--- src/rtl/dmawp_pkg.sv ---
// Package: shared types for the DMA request/acknowledge write port.
// Assumes: nothing beyond IEEE 1800-2017.
package dmawp_pkg;
    // Request generator states; PULSE and LEVEL drive the request active.
    typedef enum logic [1:0] {
        RQ_IDLE  = 2'd0,
        RQ_PULSE = 2'd1,
        RQ_LEVEL = 2'd2,
        RQ_ARMED = 2'd3
    } rq_state_t;
endpackage

--- src/rtl/dmawp_delay.sv ---
// Module: dmawp_delay
// A chain of STAGES registers. It serves as a synchronizer for asynchronous
// control inputs, and as the matching delay for the data bus so that data
// stays aligned with the synchronized acknowledge.
// Assumes: STAGES >= 1; synchronous active-low reset loads RST in every stage.
module dmawp_delay #(
    parameter int             W      = 1,
    parameter int             STAGES = 2,
    parameter logic [W-1:0]   RST    = '0
) (
    input  logic         clk,
    input  logic         rst_n,
    input  logic [W-1:0] d,
    output logic [W-1:0] q
);
    logic [STAGES-1:0][W-1:0] pipe;

    // Shift the input through the register chain.
    always_ff @(posedge clk) begin
        if (!rst_n) begin
            pipe <= {STAGES{RST}};
        end else begin
            pipe[0] <= d;
            for (int i = 1; i < STAGES; i++) begin
                pipe[i] <= pipe[i-1];
            end
        end
    end

    assign q = pipe[STAGES-1];
endmodule

--- src/rtl/dmawp_ack_qual.sv ---
// Module: dmawp_ack_qual
// Finds edges on the synchronized acknowledge and checks the minimum low
// and high times. A transfer is qualified by write-enable at both edges and
// by free buffer space. The write strobe is raised on the qualified rising
// edge. Rejected strobes of valid width set a sticky error.
// Assumes: inputs are already synchronized to clk; data is delay-matched.
module dmawp_ack_qual #(
    parameter int DW    = 32,
    parameter int MIN_W = 2
) (
    input  logic          clk,
    input  logic          rst_n,
    input  logic          s_ack_n,
    input  logic          s_wen_n,
    input  logic [DW-1:0] s_data,
    input  logic          fifo_full,
    output logic          ack_fall,
    output logic          ack_idle,
    output logic          wr_en,
    output logic [DW-1:0] wr_data,
    output logic          xfer_err
);
    localparam int            CW  = $clog2(MIN_W + 1);
    localparam logic [CW-1:0] SAT = CW'(MIN_W);

    logic          prev_ack_n;
    logic          gap_ok;
    logic          wen_at_fall;
    logic          err_q;
    logic [CW-1:0] low_cnt;
    logic [CW-1:0] high_cnt;
    logic          raw_fall;
    logic          raw_rise;
    logic          width_ok;
    logic          xfer_ok;

    assign raw_fall = prev_ack_n & ~s_ack_n;
    assign raw_rise = ~prev_ack_n & s_ack_n;
    assign width_ok = raw_rise & gap_ok & (low_cnt == SAT);
    assign xfer_ok  = wen_at_fall & ~s_wen_n & ~fifo_full;
    assign ack_fall = raw_fall & (high_cnt == SAT);
    assign ack_idle = prev_ack_n & s_ack_n;
    assign wr_en    = width_ok & xfer_ok;
    assign wr_data  = s_data;
    assign xfer_err = err_q;

    // Remember the previous acknowledge level for edge detection.
    always_ff @(posedge clk) begin
        if (!rst_n) prev_ack_n <= 1'b1;
        else        prev_ack_n <= s_ack_n;
    end

    // Count low and high run lengths, saturating at the minimum width.
    always_ff @(posedge clk) begin
        if (!rst_n) begin
            low_cnt  <= '0;
            high_cnt <= SAT;
        end else if (raw_fall) begin
            low_cnt  <= CW'(1);
        end else if (raw_rise) begin
            high_cnt <= CW'(1);
        end else if (!s_ack_n && low_cnt != SAT) begin
            low_cnt  <= low_cnt + CW'(1);
        end else if (s_ack_n && high_cnt != SAT) begin
            high_cnt <= high_cnt + CW'(1);
        end
    end

    // Latch gap validity and write-enable when the acknowledge falls.
    always_ff @(posedge clk) begin
        if (!rst_n) begin
            gap_ok      <= 1'b0;
            wen_at_fall <= 1'b0;
        end else if (raw_fall) begin
            gap_ok      <= (high_cnt == SAT);
            wen_at_fall <= ~s_wen_n;
        end
    end

    // Set the sticky error when a well-formed strobe cannot be accepted.
    always_ff @(posedge clk) begin
        if (!rst_n)                    err_q <= 1'b0;
        else if (width_ok && !xfer_ok) err_q <= 1'b1;
    end

    p_err_sticky_r7: assert property (@(posedge clk) disable iff (!rst_n)
        xfer_err |=> xfer_err);

    p_one_write_per_ack_r5: assert property (@(posedge clk) disable iff (!rst_n)
        wr_en |=> !wr_en);

    p_no_write_when_full_r8: assert property (@(posedge clk) disable iff (!rst_n)
        fifo_full |-> !wr_en);
endmodule

--- src/rtl/dmawp_req_gen.sv ---
// Module: dmawp_req_gen
// Drives the active-low DMA request. A non-zero length gives a pulse of that
// many clocks and re-arms on each acknowledge. Zero gives a level that is
// released by the acknowledge and raised again once the line is idle.
// Assumes: ack_fall/ack_idle come from the synchronized acknowledge;
// room_now means one free entry and room_next means two.
module dmawp_req_gen #(
    parameter int LW = 4
) (
    input  logic          clk,
    input  logic          rst_n,
    input  logic [LW-1:0] cfg_len,
    input  logic          ack_fall,
    input  logic          ack_idle,
    input  logic          room_now,
    input  logic          room_next,
    output logic          req_n
);
    import dmawp_pkg::*;

    rq_state_t     state;
    logic [LW-1:0] timer;
    logic          pulse_mode;

    assign pulse_mode = (cfg_len != '0);

    // Request state machine with pulse timer.
    always_ff @(posedge clk) begin
        if (!rst_n) begin
            state <= RQ_IDLE;
            timer <= '0;
        end else begin
            unique case (state)
                RQ_IDLE: begin
                    if (ack_idle && room_now) begin
                        if (pulse_mode) begin
                            state <= RQ_PULSE;
                            timer <= cfg_len;
                        end else begin
                            state <= RQ_LEVEL;
                        end
                    end
                end
                RQ_PULSE, RQ_ARMED: begin
                    if (ack_fall) begin
                        if (pulse_mode && room_next) begin
                            state <= RQ_PULSE;
                            timer <= cfg_len;
                        end else begin
                            state <= RQ_IDLE;
                        end
                    end else if (state == RQ_PULSE) begin
                        if (timer == LW'(1)) state <= RQ_ARMED;
                        else                 timer <= timer - LW'(1);
                    end
                end
                RQ_LEVEL: begin
                    if (ack_fall) state <= RQ_IDLE;
                end
                default: state <= RQ_IDLE;
            endcase
        end
    end

    assign req_n = !(state == RQ_PULSE || state == RQ_LEVEL);

    p_level_hold_r2: assert property (@(posedge clk) disable iff (!rst_n)
        (state == RQ_LEVEL && !ack_fall) |=> !req_n);

    p_pulse_timer_r3: assert property (@(posedge clk) disable iff (!rst_n)
        (state == RQ_PULSE) |-> (timer != '0));

    p_no_req_full_r8: assert property (@(posedge clk) disable iff (!rst_n)
        !room_now |-> req_n);
endmodule

--- src/rtl/dmawp_fifo.sv ---
// Module: dmawp_fifo
// Synchronous first-in first-out buffer with a show-ahead read port and an
// occupancy count. Writes when full and reads when empty are dropped.
// Assumes: DEPTH is a power of two.
module dmawp_fifo #(
    parameter int DW    = 32,
    parameter int DEPTH = 16
) (
    input  logic                    clk,
    input  logic                    rst_n,
    input  logic                    wr_en,
    input  logic [DW-1:0]           wr_data,
    input  logic                    rd_en,
    output logic [DW-1:0]           rd_data,
    output logic [$clog2(DEPTH):0]  count,
    output logic                    full
);
    localparam int AW = $clog2(DEPTH);
    localparam int CW = AW + 1;

    logic [DW-1:0] mem [DEPTH];
    logic [AW-1:0] wr_ptr;
    logic [AW-1:0] rd_ptr;
    logic          push;
    logic          pop;

    assign full    = (count == CW'(DEPTH));
    assign push    = wr_en && !full;
    assign pop     = rd_en && (count != '0);
    assign rd_data = mem[rd_ptr];

    // Store incoming words.
    always_ff @(posedge clk) begin
        if (push) mem[wr_ptr] <= wr_data;
    end

    // Advance pointers and track occupancy.
    always_ff @(posedge clk) begin
        if (!rst_n) begin
            wr_ptr <= '0;
            rd_ptr <= '0;
            count  <= '0;
        end else begin
            if (push) wr_ptr <= wr_ptr + AW'(1);
            if (pop)  rd_ptr <= rd_ptr + AW'(1);
            if (push && !pop)      count <= count + CW'(1);
            else if (pop && !push) count <= count - CW'(1);
        end
    end

    p_no_overflow_r8: assert property (@(posedge clk) disable iff (!rst_n)
        full |=> (count <= CW'(DEPTH)));

    p_count_step_r9: assert property (@(posedge clk) disable iff (!rst_n)
        (count == $past(count)) || (count == $past(count) + CW'(1)) ||
        (count + CW'(1) == $past(count)));
endmodule

--- src/rtl/dmareq_wr_port.sv ---
// Module: dmareq_wr_port
// Top level of the DMA request/acknowledge write port. It synchronizes the
// handshake inputs, delays data to match, qualifies strobes, generates the
// request and buffers the accepted words.
// Assumes: ack_n and wen_n are asynchronous; hdata is stable around the
// acknowledge rising edge for at least SYNC core clocks.
module dmareq_wr_port #(
    parameter int DW    = 32,
    parameter int DEPTH = 16,
    parameter int LW    = 4,
    parameter int MIN_W = 2,
    parameter int SYNC  = 2
) (
    input  logic                   clk,
    input  logic                   rst_n,
    input  logic [LW-1:0]          cfg_req_len,
    input  logic                   ack_n,
    input  logic                   wen_n,
    input  logic [DW-1:0]          hdata,
    input  logic                   rd_en,
    output logic                   req_n,
    output logic                   fifo_full,
    output logic                   xfer_err,
    output logic [DW-1:0]          rd_data,
    output logic [$clog2(DEPTH):0] fifo_count
);
    localparam int CW = $clog2(DEPTH) + 1;

    logic [1:0]    s_ctl;
    logic [DW-1:0] s_data;
    logic          ack_fall;
    logic          ack_idle;
    logic          wr_en;
    logic [DW-1:0] wr_data;
    logic          room_next;

    dmawp_delay #(.W(2), .STAGES(SYNC), .RST(2'b11)) u_ctl_sync (
        .clk  (clk),
        .rst_n(rst_n),
        .d    ({ack_n, wen_n}),
        .q    (s_ctl)
    );

    dmawp_delay #(.W(DW), .STAGES(SYNC), .RST('0)) u_data_dly (
        .clk  (clk),
        .rst_n(rst_n),
        .d    (hdata),
        .q    (s_data)
    );

    dmawp_ack_qual #(.DW(DW), .MIN_W(MIN_W)) u_ack_qual (
        .clk      (clk),
        .rst_n    (rst_n),
        .s_ack_n  (s_ctl[1]),
        .s_wen_n  (s_ctl[0]),
        .s_data   (s_data),
        .fifo_full(fifo_full),
        .ack_fall (ack_fall),
        .ack_idle (ack_idle),
        .wr_en    (wr_en),
        .wr_data  (wr_data),
        .xfer_err (xfer_err)
    );

    assign room_next = (fifo_count < CW'(DEPTH - 1));

    dmawp_req_gen #(.LW(LW)) u_req_gen (
        .clk      (clk),
        .rst_n    (rst_n),
        .cfg_len  (cfg_req_len),
        .ack_fall (ack_fall),
        .ack_idle (ack_idle),
        .room_now (!fifo_full),
        .room_next(room_next),
        .req_n    (req_n)
    );

    dmawp_fifo #(.DW(DW), .DEPTH(DEPTH)) u_fifo (
        .clk    (clk),
        .rst_n  (rst_n),
        .wr_en  (wr_en),
        .wr_data(wr_data),
        .rd_en  (rd_en),
        .rd_data(rd_data),
        .count  (fifo_count),
        .full   (fifo_full)
    );
endmodule

--- config.mk ---
export PLATFORM = sky130hd
export DESIGN_NAME = dmareq_wr_port
export DESIGN_NICKNAME = d
export VERILOG_FILES = /design/src/rtl/dmawp_pkg.sv /design/src/rtl/dmawp_delay.sv /design/src/rtl/dmawp_ack_qual.sv /design/src/rtl/dmawp_req_gen.sv /design/src/rtl/dmawp_fifo.sv /design/src/rtl/dmareq_wr_port.sv
export SDC_FILE = /design/constraint.sdc
export NUM_CORES = 1
export LEC_CHECK = 0
export CAP_MARGIN = 5
export CORE_ASPECT_RATIO = 0.8
export CORE_MARGIN = 2
export CORE_UTILIZATION = 55
export CTS_CLUSTER_SIZE = 28
export DETAILED_ROUTE_END_ITERATION = 12
export PLACE_DENSITY_LB_ADDON = 0.2
export SYNTH_ARGS = -nofsm -noshare
export SYNTH_HDL_FRONTEND = slang
export SYNTH_SLANG_ARGS = --single-unit
--- constraint.sdc ---
create_clock -name clk -period 4 [get_ports clk]
set_clock_uncertainty 0.15 [all_clocks]
set_input_delay 1.2 -clock clk [delete_from_list [all_inputs] [get_ports clk]]
set_output_delay 1.2 -clock clk [all_outputs]
set_load 0.01 [all_outputs]
* After elaboration in Yosys (flattened, before gate mapping) *
Memories as Yosys holds them, arrays and structs flattened. A register that Yosys moved wholly into a read port is not among the register bits.
Cells that the tools add are included.

storage, ports and cells
  register bits = 95
  memory bits (writable) = 512
  input bits = 41
  word-level logic and storage cells = 116
  memories kept = 1

memory list
  name        words  width  rd ports  clocked after memory_dff  write ports  RTL line          RTL
  u_fifo.mem  16     32     1         1                         1            dmawp_fifo.sv:21  logic [DW-1:0] mem [DEPTH];

operators by class
  add/subtract/negate cells = 7
  order comparisons = 1
  equality and inequality tests = 18
  mux-type cells = 27
  bitwise gates (word level) = 16
  reduce and logical (&&, ||, !) cells = 30

operators by type and width
  cell                   count
  $mux W4                8
  $mux W2                9
  $mux W5                2
  $and A1 B1 Y1          9
  $logic_and A1 B1 Y1    9
  $ne A3 B2 Y1 const B   3
  $add A4 B1 Y4 const B  2
  $eq A2 B2 Y1 const B   4
  $ne A2 B1 Y1 const B   4
  $pmux W4 S2            1
  $reduce_bool A2 Y1     4
  $not A1 Y1             7
  $logic_not A1 Y1       6
  $mux W1                6
  $ne A2 B2 Y1 const B   3
  $pmux W2 S3            1
  $reduce_and A6 Y1      1
  $add A5 B1 Y5 const B  1
  $eq A5 B5 Y1 const B   1
  $lt A5 B4 Y1 const B   1
  $reduce_bool A5 Y1     1
  $sub A5 B1 Y5 const B  1
  $add A2 B1 Y2 const B  2
  $eq A4 B1 Y1 const B   1
  other kinds (10)       12

* Logic depth before layout (Yosys ltp) *
  depth in word-level cells = 10
  depth in mapped cells = 12
  depth with buffers taken out = 12

* By module *
A second synthesis with hierarchy kept.

second synthesis, totals
  cells, all modules = 1219
  area total of the unflattened synthesis = 23447.5 µm²

by module, submodules not included
  module                    times used  cells an instance  area each (µm²)  sequential area each (µm²)
  dmawp_fifo                1           896                20050.5          15715.1
  dmawp_delay (u_data_dly)  1           166                2031.9           1281.2
  dmawp_req_gen             1           72                 619.3            120.1
  dmawp_ack_qual            1           73                 605.6            160.2
  dmawp_delay (u_ctl_sync)  1           10                 120.1            80.1
  dmareq_wr_port            1           2                  20.0             0.0

* Least setup slack after synthesis *
Ideal clock, no wire load.

  kind = register to register
  from = register u_ack_qual.low_cnt[0]
  to = memory u_fifo.mem[0][0] (enable)
  data arrival time = 3.641 ns
  data required time = 3.389 ns
  setup slack = -0.253 ns
  stages on the path, launching flop included = 7
  buffers on the path = 0
  cells stage by stage = dfxtp_1 > inv_1 > ha_1 > nand4b_4 > a2111oi_4 > nand2_1 > nor3_1

between the ends
  longest elaborated chain between the ends = 6

ends and longest elaborated chain
  element                        RTL line              RTL
  start: declaration             dmawp_ack_qual.sv:30  logic [CW-1:0] low_cnt;
  start signal: assignment       dmawp_ack_qual.sv:63  low_cnt <= low_cnt + CW'(1);
  $eq A2 B2 Y1                   dmawp_ack_qual.sv:39  assign width_ok = raw_rise & gap_ok & (low_cnt == SAT);
  $and A1 B1 Y1                  dmawp_ack_qual.sv:39
  $and A1 B1 Y1                  dmawp_ack_qual.sv:43  assign wr_en = width_ok & xfer_ok;
  $logic_and A1 B1 Y1            dmawp_fifo.sv:28      assign push = wr_en && !full;
  named net u_fifo.push          dmawp_fifo.sv:24      logic push;
  $mux W1                        dmawp_fifo.sv:34      if (push) mem[wr_ptr] <= wr_data;
  $mux W1 (not written as such)  dmawp_fifo.sv:34
  end: declaration               dmawp_fifo.sv:21

The timed path passes the listed nets, and every way through them passes these cells.

==> flow_summary.json <==
{
  "async_flop_share_pct": 0,
  "cts_sinks": 611,
  "cts.clk_slew.worst_paths_ns": 0.07,
  "slew_headroom_pct": 48.9,
  "area_growth_pct": 19.0,
  "r2r_slack_ns": 0.65,
  "fmax_mhz": 251,
  "syn_nets": 1121,
  "drive_above_1_share_pct": 30.0,
  "synth_edf_count": 512,
  "yosysMostFrequentCell": "edfxtp_1",
  "p_total_uw": 15200,
  "drv_slew": 0,
  "min_period_over_period_pct": 99.7,
  "start_util_pct": 55.9,
  "ys_seq_area_share_pct": 76.2,
  "nets": 1286,
  "fin_crit_ns": 3.99,
  "cp_cell_sequence": "buf_12, buf_12, buf_16, buf_12, mux4_2, mux4_2, buf_6",
  "r2r_cells": 12,
  "grt_pass1_vias": 10973,
  "io_buffers": 80,
  "root_buffer": "clkbuf_16",
  "ir_drop_v": 0.000375,
  "r2r-end": "u_fifo.count[4]",
  "r2r_start": "u_ack_qual.low_cnt[0]",
  "yosysTopAreaCell": "edfxtp_1",
  "routabilityCongestion": 0.738,
  "cp-start-kind": "flip-flop",
  "drv_cap": 0,
  "cp.arrival_ns": 2.64,
  "synth-main-ff-cell": "edfxtp_1",
  "cts-buffers-inserted": 57,
  "ant_nets": 0,
  "core_sq_um": 40700,
  "clock_path_buffers": 3,
  "antenna_found_initial": 0,
  "die-area_sq_um": 43100,
  "grt_usage_pct": 23.0,
  "setup_viol": 0,
  "via_per_inst": 6.00,
  "ys_warn_count": 0,
  "run_status": "finished clean",
  "die_h_microns": 186,
  "dpl.hpwl_microns": 24100,
  "ios": 81,
  "clk_latency_ns": 0.60,
  "p_leak_uw": 0.00888,
  "grt_first_pass_wirelength_microns": 70800,
  "synth_commonest_cells": "edfxtp_1, mux4_2, dfxtp_1",
  "hold_viol": 0,
  "crit_type": "reg -> out",
  "syn_area_per_cell_sq_um": 21.5,
  "drc": 0,
  "synthTopCellsByArea": "edfxtp_1, mux4_2, dfxtp_1, and2_1, ha_1",
  "synth_cell_types": 50,
  "hold_path.class": "reg -> reg",
  "via_count": 10906,
  "drt-initial-drc-count": 1158,
  "cts.hold.buffers_added": 0,
  "rsz0062_at_grt": "yes",
  "worstMarginPinSlew_ns": 0.762,
  "synth-seq-cells": 611,
  "whs_ns": 0.256,
  "rows": 66,
  "dr.pass1.iters": 5,
  "n_antenna_cell": 0,
  "totalWireLength_microns": 47800,
  "grt-ovfl-total": 0,
  "p_per_area_nw_per_um2": 559,
  "max_stage_delay_ns": 0.52,
  "wl_per_cell_microns": 26.3,
  "die_w_microns": 231,
  "setup.worst_path.end_class": "output pin",
  "crit_required_ns": 2.65,
  "syn-cell-area_sq_um": 22800,
  "final.setup.tns_ns": 0,
  "yosys.area.top_type_share_pct": 67.5,
  "fin_util_pct": 66.6,
  "slowest_stage": "mux4_2",
  "cts.htree.levels": 2,
  "cts_tree": "done",
  "grt_max_degree": 72,
  "crit_path_frequent_cell": "buf_12",
  "cp_max_fo": 5,
  "endpoint": "rd_data[31]",
  "synthCells": 1061
}
-- worst min path at each step --
stage                  startpoint         endpoint  slack (ns)  cells past startpoint
2_1_floorplan  u_ctl_sync.pipe[0]  u_ctl_sync.q[0]        0.24                      1
3_3_place_gp   u_ctl_sync.pipe[1]  u_ctl_sync.q[1]        0.24                      1
3_5_place_dp   u_ctl_sync.pipe[1]  u_ctl_sync.q[1]        0.24                      1
4_1_cts        u_ctl_sync.pipe[1]  u_ctl_sync.q[1]        0.26                      1
5_1_grt        u_ctl_sync.pipe[1]  u_ctl_sync.q[1]        0.28                      1
6_report       u_ctl_sync.pipe[1]  u_ctl_sync.q[1]        0.26                      1
-- where the power goes --
group / total [uW] / switching [uW] / internal [uW]
logic: 2760 / 1120 / 1650
clock network: 5280 / 2270 / 3010
registers: 7110 / 146 / 6970
-- kinds of logic after synthesis --
| group | count (synthesis) | share of synthesized area, % |
|---|---|---|
| AND/OR/NAND/NOR | 153 | 3.75 |
| AO/OA/AOI/OAI | 36 | 1.21 |
| adder cells (fa/ha/maj) | 19 | 1.08 |
| flip-flops | 611 | 76.2 |
| XOR/XNOR | 11 | 0.423 |
| buffers and inverters | 65 | 1.21 |
| multiplexers | 166 | 16.1 |
-- metal layers --
metal / up-vias / track usage (%) / part of all wire (%)
met4: 0 / 5.96 / 1.7
li1: 4646 / - / -
met1: 5787 / 34.4 / 43
met2: 413 / 36.3 / 49
met5: - / 0 / 0
met3: 60 / 3.43 / 6.5
-- flip-flops by register name (all words and copies together) (netlist names), named ones only --
name                    count
u_fifo.mem                512
u_data_dly.pipe            32
u_data_dly.q               32
u_fifo.count                5
u_fifo.rd_ptr               4
u_fifo.wr_ptr               4
u_req_gen.timer             4
u_ack_qual.high_cnt         2
u_ack_qual.low_cnt          2
u_ctl_sync.pipe             2
u_ctl_sync.q                2
u_req_gen.state             2
u_ack_qual.gap_ok           1
u_ack_qual.prev_ack_n       1
u_ack_qual.wen_at_fall      1
u_ack_qual.xfer_err         1
-- critical path, delay by kind of cell, from the launching register on --
family	cells	cell delay [ns]
buffers and inverters	5	0.65
multiplexers	2	1.00
flip-flops	1	0.39
-- cell usage in the layout (no fill, tap or decap), types with 15 or more instances in the layout --
master / count
edfxtp_1: 512
mux4_2: 160
dfxtp_1: 95
and2_1: 66
clkbuf_16: 61
clkdlybuf4s50_1: 47
buf_4: 31
buf_12: 24
nor2_1: 22
nand2_1: 18
ha_1: 18
buf_6: 16
inv_1: 15
-- stage by stage --
stage                     cells  setup slack (ns)  cell area (sq um)
after floorplan            1061            -0.251              22800
after global placement     1673             0.269              24700
after detailed placement   1673             0.221              24700
after CTS                  1812           -0.0174              27100
after global routing       1818           -0.0473              27100
final                      1818            0.0119              27100
-- area by class of cell --
class | count | area, sq um
flip-flops and latches | 611 | 17400
multi-input cells | 385 | 5250
repair buffers | 155 | 1880
well taps | 544 | 681
clock inverters | 22 | 158
clock buffers | 85 | 1700
fillers | 2577 | 13600
inverters | 16 | 60.1
-- repair_timing --
item                       CTS  global route
setup endpoints to repair   32            30
resized for setup          126            20
gates cloned                 8             2
setup buffers               25             7
pin swaps                    0             0
Note: power is estimated with default switching activity, not from simulation.
